$ cat config.mk
export PLATFORM = sky130hd
export DESIGN_NAME = sc_core
export DESIGN_NICKNAME = d
export VERILOG_FILES = /design/src/rtl/sc_pkg.sv /design/src/rtl/sc_decoder.sv /design/src/rtl/sc_regfile.sv /design/src/rtl/sc_alu.sv /design/src/rtl/sc_ram.sv /design/src/rtl/sc_core.sv
export SDC_FILE = /design/constraint.sdc
export NUM_CORES = 1
export LEC_CHECK = 0
export BUFFER_PORTS_ARGS = -buffer_cell sky130_fd_sc_hd__buf_2
export CAP_MARGIN = 20
export CORE_MARGIN = 10
export CORE_UTILIZATION = 25
export DETAILED_ROUTE_END_ITERATION = 6
export HOLD_SLACK_MARGIN = 0.06
export PLACE_DENSITY = 0.56
export SETUP_SLACK_MARGIN = 0.1
export SYNTH_ARGS = -nofsm -noshare
export SYNTH_HDL_FRONTEND = slang
export SYNTH_SLANG_ARGS = --single-unit
$ cat constraint.sdc
create_clock -name clk -period 5.5 [get_ports clk]
set_clock_uncertainty 0.2 [all_clocks]
set_input_delay 0.55 -clock clk [delete_from_list [all_inputs] [get_ports clk]]
set_output_delay 0.55 -clock clk [all_outputs]
set_load 0.05 [all_outputs]
$ cat src/rtl/sc_pkg.sv
// Shared encodings and control types for the single-cycle core.
// Assumes the fixed 32-bit instruction layout used throughout the core.
package sc_pkg;

    localparam logic [5:0] OP_RTYPE = 6'h00;
    localparam logic [5:0] OP_LOAD  = 6'h23;
    localparam logic [5:0] OP_STORE = 6'h2B;
    localparam logic [5:0] OP_BREQ  = 6'h04;

    localparam logic [5:0] FN_ADD = 6'h20;
    localparam logic [5:0] FN_SUB = 6'h22;
    localparam logic [5:0] FN_AND = 6'h24;
    localparam logic [5:0] FN_OR  = 6'h25;
    localparam logic [5:0] FN_SLT = 6'h2A;

    typedef enum logic [2:0] {
        ALU_ADD,
        ALU_SUB,
        ALU_AND,
        ALU_OR,
        ALU_SLT
    } alu_fn_e;

    typedef enum logic [1:0] {
        AC_ADD,
        AC_SUB,
        AC_FUNCT,
        AC_NONE
    } alu_class_e;

    typedef struct packed {
        logic    reg_write;
        logic    dst_is_rd;
        logic    src_imm;
        logic    mem_write;
        logic    wb_from_mem;
        logic    branch;
        alu_fn_e alu_fn;
    } ctrl_t;

endpackage

$ cat src/rtl/sc_decoder.sv
// Main decoder plus ALU-control decoder.
// The main stage classifies the opcode; the second stage resolves the
// funct field for register-register operations. Unknown opcodes and
// unknown functs yield an all-inactive control word (a no-op).
module sc_decoder
    import sc_pkg::*;
(
    input  logic [5:0] opcode,
    input  logic [5:0] funct,
    output ctrl_t      ctrl
);

    alu_class_e alu_class;
    ctrl_t      base;
    alu_fn_e    fn_sel;
    logic       fn_valid;

    // Main decode: datapath steering per opcode.
    always_comb begin
        base      = '0;
        base.alu_fn = ALU_ADD;
        alu_class = AC_NONE;
        unique case (opcode)
            OP_RTYPE: begin
                base.reg_write = 1'b1;
                base.dst_is_rd = 1'b1;
                alu_class      = AC_FUNCT;
            end
            OP_LOAD: begin
                base.reg_write   = 1'b1;
                base.src_imm     = 1'b1;
                base.wb_from_mem = 1'b1;
                alu_class        = AC_ADD;
            end
            OP_STORE: begin
                base.src_imm   = 1'b1;
                base.mem_write = 1'b1;
                alu_class      = AC_ADD;
            end
            OP_BREQ: begin
                base.branch = 1'b1;
                alu_class   = AC_SUB;
            end
            default: alu_class = AC_NONE;
        endcase
    end

    // ALU control: pick the ALU function from class and funct.
    always_comb begin
        fn_sel   = ALU_ADD;
        fn_valid = 1'b1;
        unique case (alu_class)
            AC_ADD:  fn_sel = ALU_ADD;
            AC_SUB:  fn_sel = ALU_SUB;
            AC_FUNCT: begin
                unique case (funct)
                    FN_ADD:  fn_sel = ALU_ADD;
                    FN_SUB:  fn_sel = ALU_SUB;
                    FN_AND:  fn_sel = ALU_AND;
                    FN_OR:   fn_sel = ALU_OR;
                    FN_SLT:  fn_sel = ALU_SLT;
                    default: fn_valid = 1'b0;
                endcase
            end
            default: fn_sel = ALU_ADD;
        endcase
    end

    // Merge: an unrecognised funct cancels the register write.
    always_comb begin
        ctrl           = base;
        ctrl.alu_fn    = fn_sel;
        ctrl.reg_write = base.reg_write & fn_valid;
    end

endmodule

$ cat src/rtl/sc_regfile.sv
// Register file with two combinational read ports and one write port.
// Entry 0 is a constant zero; the others reset to zero synchronously
// (active-low) and load on the rising edge when written.
module sc_regfile #(
    parameter int NREG  = 32,
    parameter int WIDTH = 32,
    localparam int AW   = $clog2(NREG)
) (
    input  logic             clk,
    input  logic             rst_n,
    input  logic [AW-1:0]    raddr_a,
    input  logic [AW-1:0]    raddr_b,
    output logic [WIDTH-1:0] rdata_a,
    output logic [WIDTH-1:0] rdata_b,
    input  logic             we,
    input  logic [AW-1:0]    waddr,
    input  logic [WIDTH-1:0] wdata
);

    logic [NREG-1:0][WIDTH-1:0] regs;

    for (genvar g = 0; g < NREG; g++) begin : g_entry
        if (g == 0) begin : g_zero
            assign regs[g] = '0;
        end else begin : g_store
            logic [WIDTH-1:0] q;
            // Hold one architectural register.
            always_ff @(posedge clk) begin
                if (!rst_n)
                    q <= '0;
                else if (we && waddr == AW'(g))
                    q <= wdata;
            end
            assign regs[g] = q;
        end
    end

    assign rdata_a = regs[raddr_a];
    assign rdata_b = regs[raddr_b];

endmodule

$ cat src/rtl/sc_alu.sv
// Integer ALU: add, subtract, signed set-less-than, AND, OR.
// The zero flag reports an all-zero result and drives branch resolution.
module sc_alu
    import sc_pkg::*;
#(
    parameter int WIDTH = 32
) (
    input  logic [WIDTH-1:0] a,
    input  logic [WIDTH-1:0] b,
    input  alu_fn_e          fn,
    output logic [WIDTH-1:0] y,
    output logic             zero
);

    // Select the operation result.
    always_comb begin
        unique case (fn)
            ALU_ADD: y = a + b;
            ALU_SUB: y = a - b;
            ALU_AND: y = a & b;
            ALU_OR:  y = a | b;
            ALU_SLT: y = WIDTH'($signed(a) < $signed(b));
            default: y = '0;
        endcase
    end

    assign zero = (y == '0);

endmodule

$ cat src/rtl/sc_ram.sv
// Word-wide array with a combinational read and a write on the rising
// edge. No reset: contents are loaded by the environment before use.
module sc_ram #(
    parameter int DEPTH = 64,
    parameter int WIDTH = 32,
    localparam int AW   = $clog2(DEPTH)
) (
    input  logic             clk,
    input  logic             we,
    input  logic [AW-1:0]    addr,
    input  logic [WIDTH-1:0] wdata,
    output logic [WIDTH-1:0] rdata
);

    logic [WIDTH-1:0] mem [DEPTH];

    // Store one word when enabled.
    always_ff @(posedge clk) begin
        if (we)
            mem[addr] <= wdata;
    end

    assign rdata = mem[addr];

endmodule

$ cat src/rtl/sc_core.sv
// Single-cycle core top: program counter, fetch, decode, register file,
// ALU, data store and next-PC selection. Every instruction retires on the
// rising edge that ends its cycle. Stores are word-addressed: the low two
// address bits are ignored and addresses wrap within each store.
module sc_core
    import sc_pkg::*;
#(
    parameter int IMEM_WORDS = 64,
    parameter int DMEM_WORDS = 64,
    localparam int XLEN      = 32,
    localparam int NREG      = 32,
    localparam int RAW       = $clog2(NREG),
    localparam int IAW       = $clog2(IMEM_WORDS),
    localparam int DAW       = $clog2(DMEM_WORDS)
) (
    input  logic            clk,
    input  logic            rst_n,
    output logic [XLEN-1:0] pc_o,
    output logic [XLEN-1:0] instr_o,
    output logic            rf_we_o,
    output logic [RAW-1:0]  rf_waddr_o,
    output logic [XLEN-1:0] rf_wdata_o,
    output logic            dm_we_o,
    output logic [XLEN-1:0] dm_addr_o,
    output logic [XLEN-1:0] dm_wdata_o
);

    logic [XLEN-1:0] pc, pc_next, pc_plus4, br_target;
    logic [XLEN-1:0] instr, imm_ext;
    logic [XLEN-1:0] rs_val, rt_val, alu_b, alu_y, dm_rdata, wb_data;
    logic [RAW-1:0]  waddr;
    logic            alu_zero, br_taken;
    ctrl_t           ctrl;

    // Program counter register.
    always_ff @(posedge clk) begin
        if (!rst_n)
            pc <= '0;
        else
            pc <= pc_next;
    end

    sc_ram #(.DEPTH(IMEM_WORDS), .WIDTH(XLEN)) u_imem (
        .clk   (clk),
        .we    (1'b0),
        .addr  (pc[IAW+1:2]),
        .wdata ('0),
        .rdata (instr)
    );

    sc_decoder u_dec (
        .opcode (instr[31:26]),
        .funct  (instr[5:0]),
        .ctrl   (ctrl)
    );

    assign imm_ext = {{(XLEN-16){instr[15]}}, instr[15:0]};
    assign waddr   = ctrl.dst_is_rd ? instr[15:11] : instr[20:16];

    sc_regfile #(.NREG(NREG), .WIDTH(XLEN)) u_rf (
        .clk     (clk),
        .rst_n   (rst_n),
        .raddr_a (instr[25:21]),
        .raddr_b (instr[20:16]),
        .rdata_a (rs_val),
        .rdata_b (rt_val),
        .we      (ctrl.reg_write),
        .waddr   (waddr),
        .wdata   (wb_data)
    );

    assign alu_b = ctrl.src_imm ? imm_ext : rt_val;

    sc_alu #(.WIDTH(XLEN)) u_alu (
        .a    (rs_val),
        .b    (alu_b),
        .fn   (ctrl.alu_fn),
        .y    (alu_y),
        .zero (alu_zero)
    );

    sc_ram #(.DEPTH(DMEM_WORDS), .WIDTH(XLEN)) u_dmem (
        .clk   (clk),
        .we    (ctrl.mem_write),
        .addr  (alu_y[DAW+1:2]),
        .wdata (rt_val),
        .rdata (dm_rdata)
    );

    assign wb_data = ctrl.wb_from_mem ? dm_rdata : alu_y;

    // Next-PC selection: sequential or branch target.
    always_comb begin
        pc_plus4  = pc + XLEN'(4);
        br_target = pc_plus4 + {imm_ext[XLEN-3:0], 2'b00};
        br_taken  = ctrl.branch & alu_zero;
        pc_next   = br_taken ? br_target : pc_plus4;
    end

    assign pc_o       = pc;
    assign instr_o    = instr;
    assign rf_we_o    = ctrl.reg_write;
    assign rf_waddr_o = waddr;
    assign rf_wdata_o = wb_data;
    assign dm_we_o    = ctrl.mem_write;
    assign dm_addr_o  = alu_y;
    assign dm_wdata_o = rt_val;

endmodule

==> qor.txt <==
Status = completed
Yosys cell types = 30
Die Wd = 118 um
Layout cells sized above 1 = 0.128
Final worst slack = 3170 ps
Vert. Die Dim = 118 um
Design Area, Final = 2270 um^2
Switching Fraction = 0.487
Worst slew pin tran = 507 ps
Post-CTS Resized = 0
Post-Synth XOR/XNOR Area = 0.0474
Clk slew on worst S/H paths = 70 ps
Synthesized-area fraction occupied by adder cells = 0.00521
H-tree depth = 2
Post-synthesis register bit count = 30
CTS tree = yes
Nets = 330
IO Port Bufs = 31
Vias/cell = 3.57
Synth Area in Simple Gates = 0.177
Setup_tns = 0 ps
Die footprint = 13900 um^2
Setup bufs post-CTS = 0
Synthesized cell area = 2400 um^2
Net Sw Power = 0.000308 W
Clock Power Share = 0.293
Logic pwr share = 0.356
Fin crit period = 2330 ps
FMAX = 428 MHz
Boundary pin count = 169
CTS Buf Count = 5
Post-DP Area = 2180 um^2
Hold Path Class = reg -> reg
Final Hold Viols = 0
Dpl hpwl = 4770 um
Final setup fails = 0
Fillers = 1049
Critical Path AT = 2340 ps
Leak pwr = 1.06 nW
Share of the synthesized area in the top cell type = 0.431
Drt first pass iters = 4
Yosys top cell by area = buf_4
Drt drc = 0
Root Buffer = clkbuf_8
Via count = 1630
DR WL/cell = 12.5 um
Diode count = 0
Max_cap viols = 0
Vias in the first global route = 1639
First-pass GRT wire length = 8610 um
Max FFs per register = 30
Compound-Gate Fraction of Synth Area = 0.0750
Largest net degree at the start of global routing = 29
Critical path class = reg -> reg
Leading post-synthesis cells by cell area = buf_4 43%, dfxtp_1 25%, a21oi_1 2.9%
Worst Setup Start Kind = flop
Core area = 9280 um^2
Global Route Usage Sum = 0.0730
P&R area growth vs syn = -5.52%
Mapped Avg Cell Area = 8.14 um^2
FF-to-FF setup slack = 3170 ps
Warnings, synthesis = 0
Worst Setup End Kind = flop
Rel. slew slack = 0.661
Slew Limit Fails = 0
Initial antenna violation count = 0
Flop pwr share = 0.351
CTS sink count = 30
RSZ-0062 raised after global routing = false
Post-synthesis mux area share = 0
Cts hold-fix bufs = 0
Site Rows = 35
Most frequent cells in the layout = 137 x conb_1, 31 x buf_2, 30 x dfxtp_1, 14 x a21oi_1, 14 x nor2_1
Post-synthesis sequential area ratio = 0.250
Post-Place Setup Slack = 3190 ps
Pwr dens = 278 nW/um^2
Detailed Route WL = 5710 um
Grt total ovfl = 0
Bufs on Longest Clock Path = 2
Req. time, crit path = 5510 ps
Synthesized netlist cell count = 295
Crit share post-route = 0.424
Initial Utilization = 0.259
Initial DRC count = 43
Worst-Skew Late Latency = 280 ps
Main combinational cell family by area after synthesis = buffers and inverters
Critical Path Fanout Max = 14
GPL Wtd Cong = 0.726
Worst VDD drop = 0.0907 mV
P_int = 0.000323 W
Routed Antenna Nets = 0
Most common cell after layout, fill and taps aside = conb_1
-- stage by stage --
stage,hold slack [ps],cells,util,total power [W]
6_report,280,457,0.244,0.000631
3_5_place_dp,265,449,0.235,0.000445
5_1_grt,313,457,0.244,0.000656
4_1_cts,282,457,0.244,0.000631
2_1_floorplan,464,431,-,0.000517
3_3_place_gp,247,449,0.235,0.000445
-- logic make-up after synthesis --
kind of cell | after synthesis
buffers and inverters | 146
AND/OR/NAND/NOR | 74
AO/OA/AOI/OAI | 30
flip-flops | 30
XOR/XNOR | 13
adder cells (fa/ha/maj) | 1
other | 1
-- area by class of cell --
type                            instances  area [um^2]  area share
Clock buffer                            7         86.3      0.0380
Clock inverter                          1         5.00     0.00221
Inverter                                4         15.0     0.00662
Multi-Input combinational cell        255         1250       0.549
Sequential cell                        30          601       0.265
Tap cell                              129          161      0.0711
Timing Repair Buffer                   31          155      0.0684
-- path summary, 6_finish.rpt --
kind	startpoint	to	cells after the start
worst max-delay path	pc_o[2]	pc_o[30]	5
worst min-delay path	pc_o[31]	pc_o[31]	2
worst max register to register	pc_o[2]	pc_o[30]	5
worst min register to register	pc_o[31]	pc_o[31]	2
-- power by group through the flow --
stage | registers, W | clock network (W) | logic (W)
global route | 0.000221 | 0.000203 | 0.000232
detailed placement | 0.000226 | 0 | 0.000219
global placement | 0.000226 | 0 | 0.000219
CTS | 0.000221 | 0.000191 | 0.000219
floorplan | 0.000232 | 0 | 0.000285
finish | 0.000221 | 0.000185 | 0.000225
-- worst max-delay path: stages, from the launching register on --
cell,delay [ps]
dfxtp_1,390
ha_1,240
nand4_1,210
or4_4,550
or4_1,520
a21oi_1,140
-- Yosys cell counts, drive strengths merged --
cell type / number
and3: 2
clkbuf: 2
xor2: 5
inv: 4
and4: 3
o21ai: 5
nand2b: 1
ha: 1
conb: 1
o31ai: 9
buf: 140
o41ai: 1
nand2: 11
o311ai: 1
nor3: 3
xnor2: 8
or2: 1
nor2: 14
or4: 10
nand4: 9
nand3: 8
a21oi: 14
and2: 2
dfxtp: 30
nor4: 3
or3: 7
-- metal layers --
metal / up-vias / GRT usage / share of wire / wire length (um)
met4: 0 / 0.0162 / 0.0068 / 39
met2: 95 / 0.115 / 0.45 / 2600
met5: - / 0 / 0 / 0
met1: 739 / 0.0781 / 0.40 / 2270
met3: 6 / 0.0518 / 0.14 / 804
li1: 790 / - / - / -
Note: power is estimated with default switching activity, not from simulation.
